[config.mk]
export PLATFORM = sky130hd
export DESIGN_NAME = tinv_ctrl
export DESIGN_NICKNAME = d
export VERILOG_FILES = /design/src/rtl/tinv_pkg.sv /design/src/rtl/tinv_check.sv /design/src/rtl/tinv_order.sv /design/src/rtl/tinv_track.sv /design/src/rtl/tinv_ctrl.sv
export SDC_FILE = /design/constraint.sdc
export NUM_CORES = 1
export LEC_CHECK = 0
export CAP_MARGIN = 15
export CORE_UTILIZATION = 39
export DETAILED_ROUTE_END_ITERATION = 16
export GPL_ROUTABILITY_DRIVEN = 0
export PLACE_DENSITY = 0.91
export SETUP_SLACK_MARGIN = 0.2
export SKIP_CTS_REPAIR_TIMING = 1
export SYNTH_ARGS = -nofsm -noshare
export SYNTH_HDL_FRONTEND = slang
export SYNTH_HIERARCHICAL = 1
export SYNTH_SLANG_ARGS = --single-unit
[constraint.sdc]
create_clock -name clk -period 2.3 [get_ports clk]
set_input_delay 0.575 -clock clk [delete_from_list [all_inputs] [get_ports clk]]
set_output_delay 0.575 -clock clk [all_outputs]
set_load 0.03 [all_outputs]
[src/rtl/tinv_pkg.sv]
package tinv_pkg;
   localparam logic [1:0] CAUSE_RSVD    = 2'b01;
   localparam logic [1:0] CAUSE_COPUNUS = 2'b10;
   localparam logic [1:0] GI_SUPPORTED  = 2'b11;
   localparam logic [4:0] STYPE_INVDONE = 5'h14;
endpackage

[src/rtl/tinv_check.sv]
module tinv_check #(
   parameter int OP_W      = 64,
   parameter int VPN2_MSB  = 39,
   parameter int MMID_W    = 16,
   parameter int MMID_IN_W = 12
) (
   input  logic [OP_W-1:0]      operand,
   input  logic [MMID_IN_W-1:0] cur_mmid,
   input  logic [1:0]           cfg_gi,
   input  logic                 mmid_en,
   input  logic                 cp0_en,
   output logic                 exc,
   output logic [1:0]           cause,
   output logic [VPN2_MSB-13:0] vpn2,
   output logic [1:0]           region,
   output logic [MMID_W-1:0]    mmid
);
   import tinv_pkg::*;

   // Exception priority: support field, then coprocessor, then id mode
   always_comb begin
      exc   = 1'b1;
      cause = CAUSE_RSVD;
      if (cfg_gi != GI_SUPPORTED) begin
         cause = CAUSE_RSVD;
      end else if (!cp0_en) begin
         cause = CAUSE_COPUNUS;
      end else if (!mmid_en) begin
         cause = CAUSE_RSVD;
      end else begin
         exc   = 1'b0;
         cause = 2'b00;
      end
   end

   assign vpn2   = operand[VPN2_MSB:13];
   assign region = operand[OP_W-1:OP_W-2];

   generate
      if (MMID_IN_W == MMID_W) begin : g_mmid_same
         assign mmid = cur_mmid;
      end else begin : g_mmid_ext
         assign mmid = {{(MMID_W-MMID_IN_W){1'b0}}, cur_mmid};
      end
   endgenerate
endmodule

[src/rtl/tinv_order.sv]
module tinv_order #(
   parameter bit ENABLE = 1'b1
) (
   input  logic clk,
   input  logic rst_n,
   input  logic issue,
   input  logic ordered,
   output logic blocked
);
   generate
      if (ENABLE) begin : g_order
         logic pend_q;
         always_ff @(posedge clk or negedge rst_n) begin
            if (!rst_n)       pend_q <= 1'b0;
            else if (issue)   pend_q <= 1'b1;
            else if (ordered) pend_q <= 1'b0;
         end
         assign blocked = pend_q;


         issue_order_chk: assert property (@(posedge clk) disable iff (!rst_n)
            issue |-> !pend_q)
            else $error("broadcast issued before ordering point");
      end else begin : g_no_order
         assign blocked = 1'b0;
      end
   endgenerate
endmodule

[src/rtl/tinv_track.sv]
module tinv_track #(
   parameter int NUM_REMOTE = 3,
   parameter int MAX_OUT    = 15,
   parameter int RACK_W     = 3
) (
   input  logic              clk,
   input  logic              rst_n,
   input  logic              issue,
   input  logic              loc_ack,
   input  logic [RACK_W-1:0] rem_ack,
   output logic              room,
   output logic              idle
);
   localparam int TARGETS = NUM_REMOTE + 1;
   localparam int CNT_W   = $clog2(MAX_OUT + 1);
   localparam logic [CNT_W:0] TGT_V = TARGETS[CNT_W:0];
   localparam logic [CNT_W:0] LIM_V = (MAX_OUT - TARGETS);
   localparam logic [CNT_W:0] MAX_V = MAX_OUT[CNT_W:0];

   logic [CNT_W-1:0] cnt_q;
   logic [CNT_W:0]   add_v, ack_sum, nxt;

   generate
      if (NUM_REMOTE > 0) begin : g_rem_count
         always_comb begin
            ack_sum = {{CNT_W{1'b0}}, loc_ack};
            for (int i = 0; i < NUM_REMOTE; i++)
               ack_sum = ack_sum + {{CNT_W{1'b0}}, rem_ack[i]};
         end
      end else begin : g_loc_count
         assign ack_sum = {{CNT_W{1'b0}}, loc_ack};
      end
   endgenerate

   assign add_v = issue ? TGT_V : '0;
   assign nxt   = {1'b0, cnt_q} + add_v - ack_sum;

   always_ff @(posedge clk or negedge rst_n) begin
      if (!rst_n) cnt_q <= '0;
      else        cnt_q <= nxt[CNT_W-1:0];
   end

   assign room = ({1'b0, cnt_q} <= LIM_V);
   assign idle = (cnt_q == '0);


   cnt_limit_chk: assert property (@(posedge clk) disable iff (!rst_n)
      {1'b0, cnt_q} <= MAX_V)
      else $error("outstanding count above limit");


   ack_bound_chk: assert property (@(posedge clk) disable iff (!rst_n)
      ack_sum <= ({1'b0, cnt_q} + add_v))
      else $error("more acknowledgements than outstanding");
endmodule

[src/rtl/tinv_ctrl.sv]
module tinv_ctrl #(
   parameter int OP_W       = 64,
   parameter int VPN2_MSB   = 39,
   parameter int MMID_W     = 16,
   parameter int MMID_IN_W  = 12,
   parameter int NUM_REMOTE = 3,
   parameter int MAX_OUT    = 15
) (
   input  logic                 clk,
   input  logic                 rst_n,
   input  logic                 cmd_valid,
   output logic                 cmd_ready,
   input  logic                 cmd_is_sync,
   input  logic [1:0]           cmd_inv_kind,
   input  logic [4:0]           cmd_sync_stype,
   input  logic [OP_W-1:0]      cmd_operand,
   input  logic [1:0]           cfg_gi,
   input  logic                 cfg_mmid_en,
   input  logic                 cp0_enabled,
   input  logic [MMID_IN_W-1:0] cur_mmid,
   output logic                 exc_valid,
   output logic [1:0]           exc_cause,
   output logic                 loc_valid,
   output logic                 rem_valid,
   output logic [1:0]           msg_kind,
   output logic [VPN2_MSB-13:0] msg_vpn2,
   output logic [1:0]           msg_region,
   output logic [MMID_W-1:0]    msg_mmid,
   input  logic                 loc_ack,
   input  logic [((NUM_REMOTE > 0) ? NUM_REMOTE : 1)-1:0] rem_ack,
   input  logic                 rem_ordered,
   output logic                 sync_done
);
   import tinv_pkg::*;

   localparam int  RACK_W  = (NUM_REMOTE > 0) ? NUM_REMOTE : 1;
   localparam int  VPN2_W  = VPN2_MSB - 12;
   localparam bit  HAS_REM = (NUM_REMOTE > 0);

   generate
      if (VPN2_MSB < 13 || VPN2_MSB > OP_W - 3) begin : g_bad_vpn
         $error("VPN2_MSB out of range");
      end
      if (MMID_IN_W > MMID_W || MMID_IN_W < 1) begin : g_bad_mmid
         $error("MMID_IN_W must be 1..MMID_W");
      end
      if (NUM_REMOTE < 0 || MAX_OUT < NUM_REMOTE + 1) begin : g_bad_cnt
         $error("MAX_OUT must cover one full broadcast");
      end
   endgenerate

   logic              chk_exc;
   logic [1:0]        chk_cause;
   logic [VPN2_W-1:0] chk_vpn2;
   logic [1:0]        chk_region;
   logic [MMID_W-1:0] chk_mmid;
   logic              ord_blocked, trk_room, trk_idle;
   logic              fire, inv_issue, inv_exc, sync_fire;

   tinv_check #(
      .OP_W(OP_W), .VPN2_MSB(VPN2_MSB), .MMID_W(MMID_W), .MMID_IN_W(MMID_IN_W)
   ) u_check (
      .operand(cmd_operand), .cur_mmid(cur_mmid), .cfg_gi(cfg_gi),
      .mmid_en(cfg_mmid_en), .cp0_en(cp0_enabled),
      .exc(chk_exc), .cause(chk_cause), .vpn2(chk_vpn2),
      .region(chk_region), .mmid(chk_mmid)
   );

   tinv_order #(.ENABLE(HAS_REM)) u_order (
      .clk(clk), .rst_n(rst_n), .issue(inv_issue && HAS_REM),
      .ordered(rem_ordered), .blocked(ord_blocked)
   );

   tinv_track #(.NUM_REMOTE(NUM_REMOTE), .MAX_OUT(MAX_OUT), .RACK_W(RACK_W)) u_track (
      .clk(clk), .rst_n(rst_n), .issue(inv_issue), .loc_ack(loc_ack),
      .rem_ack(rem_ack), .room(trk_room), .idle(trk_idle)
   );

   always_comb begin
      if (cmd_is_sync)
         cmd_ready = (cmd_sync_stype != STYPE_INVDONE) || trk_idle;
      else
         cmd_ready = chk_exc || (!ord_blocked && trk_room);
   end

   assign fire      = cmd_valid && cmd_ready;
   assign inv_issue = fire && !cmd_is_sync && !chk_exc;
   assign inv_exc   = fire && !cmd_is_sync && chk_exc;
   assign sync_fire = fire && cmd_is_sync;

   always_ff @(posedge clk or negedge rst_n) begin
      if (!rst_n) begin
         loc_valid <= 1'b0;
         exc_valid <= 1'b0;
         exc_cause <= 2'b00;
         sync_done <= 1'b0;
      end else begin
         loc_valid <= inv_issue;
         exc_valid <= inv_exc;
         exc_cause <= inv_exc ? chk_cause : 2'b00;
         sync_done <= sync_fire;
      end
   end

   always_ff @(posedge clk or negedge rst_n) begin
      if (!rst_n) begin
         msg_kind   <= '0;
         msg_vpn2   <= '0;
         msg_region <= '0;
         msg_mmid   <= '0;
      end else if (inv_issue) begin
         msg_kind   <= cmd_inv_kind;
         msg_vpn2   <= chk_vpn2;
         msg_region <= chk_region;
         msg_mmid   <= chk_mmid;
      end
   end

   generate
      if (HAS_REM) begin : g_bcast
         always_ff @(posedge clk or negedge rst_n) begin
            if (!rst_n) rem_valid <= 1'b0;
            else        rem_valid <= inv_issue;
         end


         bcast_pair_chk: assert property (@(posedge clk) disable iff (!rst_n)
            loc_valid == rem_valid)
            else $error("local and remote messages out of step");
      end else begin : g_local_only
         assign rem_valid = 1'b0;
      end
   endgenerate


   exc_no_msg_chk: assert property (@(posedge clk) disable iff (!rst_n)
      exc_valid |-> (!loc_valid && !rem_valid))
      else $error("message sent with exception");


   sync_drain_chk: assert property (@(posedge clk) disable iff (!rst_n)
      (sync_fire && cmd_sync_stype == STYPE_INVDONE) |-> trk_idle)
      else $error("completion sync accepted with work outstanding");
endmodule

==> results.cfg <==
[die]
core_area_mm2 = 0.00653
die_h_um = 85.2
dieArea_mm2 = 0.00726
num_rows = 29
die_w_um = 85.2
io_pins = 150
start_util_pct = 41.4

[logic_synthesis]
synth_top_area_share_pct = 52.8
yosysTopAreaCell = dfrtp_1
ys.flop_type = dfrtp_1
ys_types = 26
synth_area_per_cell_um2 = 14.2
ys_seq_elements = 57
syn_area_mm2 = 0.00270
synth_edf_count = 0
synth_async_sr_flop_share_pct = 100
synthTopCellsByCount = 57 x dfrtp_1, 48 x buf_4, 28 x mux2_2
netlist_instances = 190
yosys-top-cells-area = dfrtp_1 53%, buf_4 13%, mux2_2 12%
ys_warn_count = 6
yosysSeqAreaShare_pct = 52.8
yosysMostFrequentCell = dfrtp_1

[placed_design]
hpwl_mm = 3.80
port_buffers = 114

[worst_setup_path]
end_kind = output pin
critPathRequiredTime_ns = 1.73
crit_type = input port to output pin
path_max_fanout = 2
crit_arrival_ns = 1.66
startpoint_type = input port

[clocking]
clockBufferDepth = 2
numCtsBuffers = 9
clk_pin_slew_ns = 0.06
cts_htree_levels = 3
clk_latency_ns = 0.32
cts_tree = done
cts.sinks = 57
clockRootBuffer = clkbuf_8

[route]
postRouteAntennaNets = 0
totalWireLength_mm = 5.09
routedWlPerCell_um = 14.0
dr.pass1.iters = 2
initialDrtViolationCount = 24
drc = 0
vias = 1629
vias_per_cell = 4.48

[worst_hold_path]
hold_path_class = input port to async pin

[sta]
slew_violations = 0
hold_viol_final = 0
rsz0062_at_grt = yes
period_minus_slack_ns = 2.24
fmax_ghz = 0.447
tns_ns = 0
fin_crit_sh_pct = 97.3
slew_headroom_pct = 63.6
finClkSkew_ns = 0.00772
setup_viol = 0
tightest_slew_ns = 0.546
hold_slack_ns = 0.232

[power_and_ir_drop]
power.leakage_nw = 1.80
vdd_drop_max_mv = 0.446
powerDensity_mw_per_mm2 = 1030

[finish]
multi_input_comb_area_um2 = 895
seqCellArea_mm2 = 0.00143
n_antenna_cell = 0
drive_above_1_share_pct = 31.4
nets = 383
num-fill-cells = 532
syn_to_final_growth_pct = 43.9

[global_route]
grtUsageTotal_pct = 14.8
grt_max_degree = 27
grt_pass1_wl_mm = 8.14
grt_pass1_vias = 1712
overflow = 0
antenna_found_initial = 0

[job]
cap_violations = 0

[outcome]
status = finished clean
[path summary, 6_finish.rpt]
check                           cells after the start         startpoint               end  slack, ns
worst min-delay path                                1              rst_n     msg_region[1]       0.23
worst min register to register                      1    u_order/blocked   u_order/blocked       0.49
max in group asynchronous                           2              rst_n      msg_vpn2[18]       1.38
min in group clk                                    1    u_order/blocked   u_order/blocked       0.49
worst max register to register                      9   u_track/cnt_q[3]  u_track/cnt_q[3]       0.34
worst max-delay path                                4  cmd_sync_stype[4]         cmd_ready       0.06
[layout by cell type, fill, tap and decap left out, types with 2 or more instances in the layout]
cell type	instances
buf_2	2
and3_1	3
inv_1	9
mux2_4	19
clkbuf_2	2
clkdlybuf4s50_1	105
clkbuf_1	2
dfrtp_1	57
fa_2	2
conb_1	4
buf_4	14
nand2_1	2
clkinv_2	3
dlymetal6s2s_1	4
clkbuf_8	11
mux2_2	28
[registers in the layout, indices dropped and copies added, names as in the netlist]
signal	cells
exc_cause	2
exc_valid	1
msg_kind	2
msg_mmid	16
msg_region	2
msg_vpn2	27
rem_valid	1
sync_done	1
u_order/blocked	1
u_track/cnt_q	4
[critical path, stage by stage]
cell and delay, ns:
clkdlybuf4s50_1 0.47, nor4bb_4 0.30, a31oi_1 0.13, buf_2 0.19
[metal layers]
layer / share of wire (%) / routed length, µm / up-vias / global-route usage [%]
met3: 6.4 / 327 / 7 / 4.67
met4: 1.2 / 62 / 0 / 6.01
met1: 42 / 2110 / 785 / 17.1
li1: - / - / 766 / -
met2: 51 / 2580 / 71 / 25.5
met5: 0 / 0 / - / 0
[kinds of logic after synthesis]
group           count (synthesis)  synth area share (%)
buf+inv                        61                  16.3
flops                          57                  52.8
mux                            47                  22.2
simple gates                   14                  3.38
fa+ha+maj                       5                  3.15
compound gates                  4                  1.16
other cells                     1                 0.139
xor+xnor                        1                 0.880
[power by group]
part           internal [mW]  switching [mW]  total (mW)
Sequential              1.30           0.175        1.47
Combinational          0.877           0.829        1.71
Clock                  0.445           0.362       0.807
Total                   2.62            1.37        3.99
[per-stage QoR]
| step | cells | power (mW) | setup WS, ns | cell area (µm²) | utilization (%) |
|---|---|---|---|---|---|
| 6_report | 364 | 3.99 | 0.0627 | 3890 | 59.5 |
| 5_1_grt | 364 | 4.22 | 0.00728 | 3890 | 59.5 |
| 3_3_place_gp | 347 | 3.11 | -0.412 | 3670 | 56.1 |
| 4_1_cts | 363 | 3.99 | -0.402 | 3840 | 58.8 |
| 2_1_floorplan | 193 | 2.45 | 0.0627 | 2720 | - |
| 3_5_place_dp | 347 | 3.16 | -0.460 | 3670 | 56.1 |
[layout make-up]
class,count,share of cell area [%]
inverters,10,0.966
multi-input cells,75,23.0
flip-flops and latches,57,36.7
well taps,77,2.48
clock buffers,13,4.09
repair buffers,129,32.4
clock inverters,3,0.386
Power figures use the tool's default switching activity.
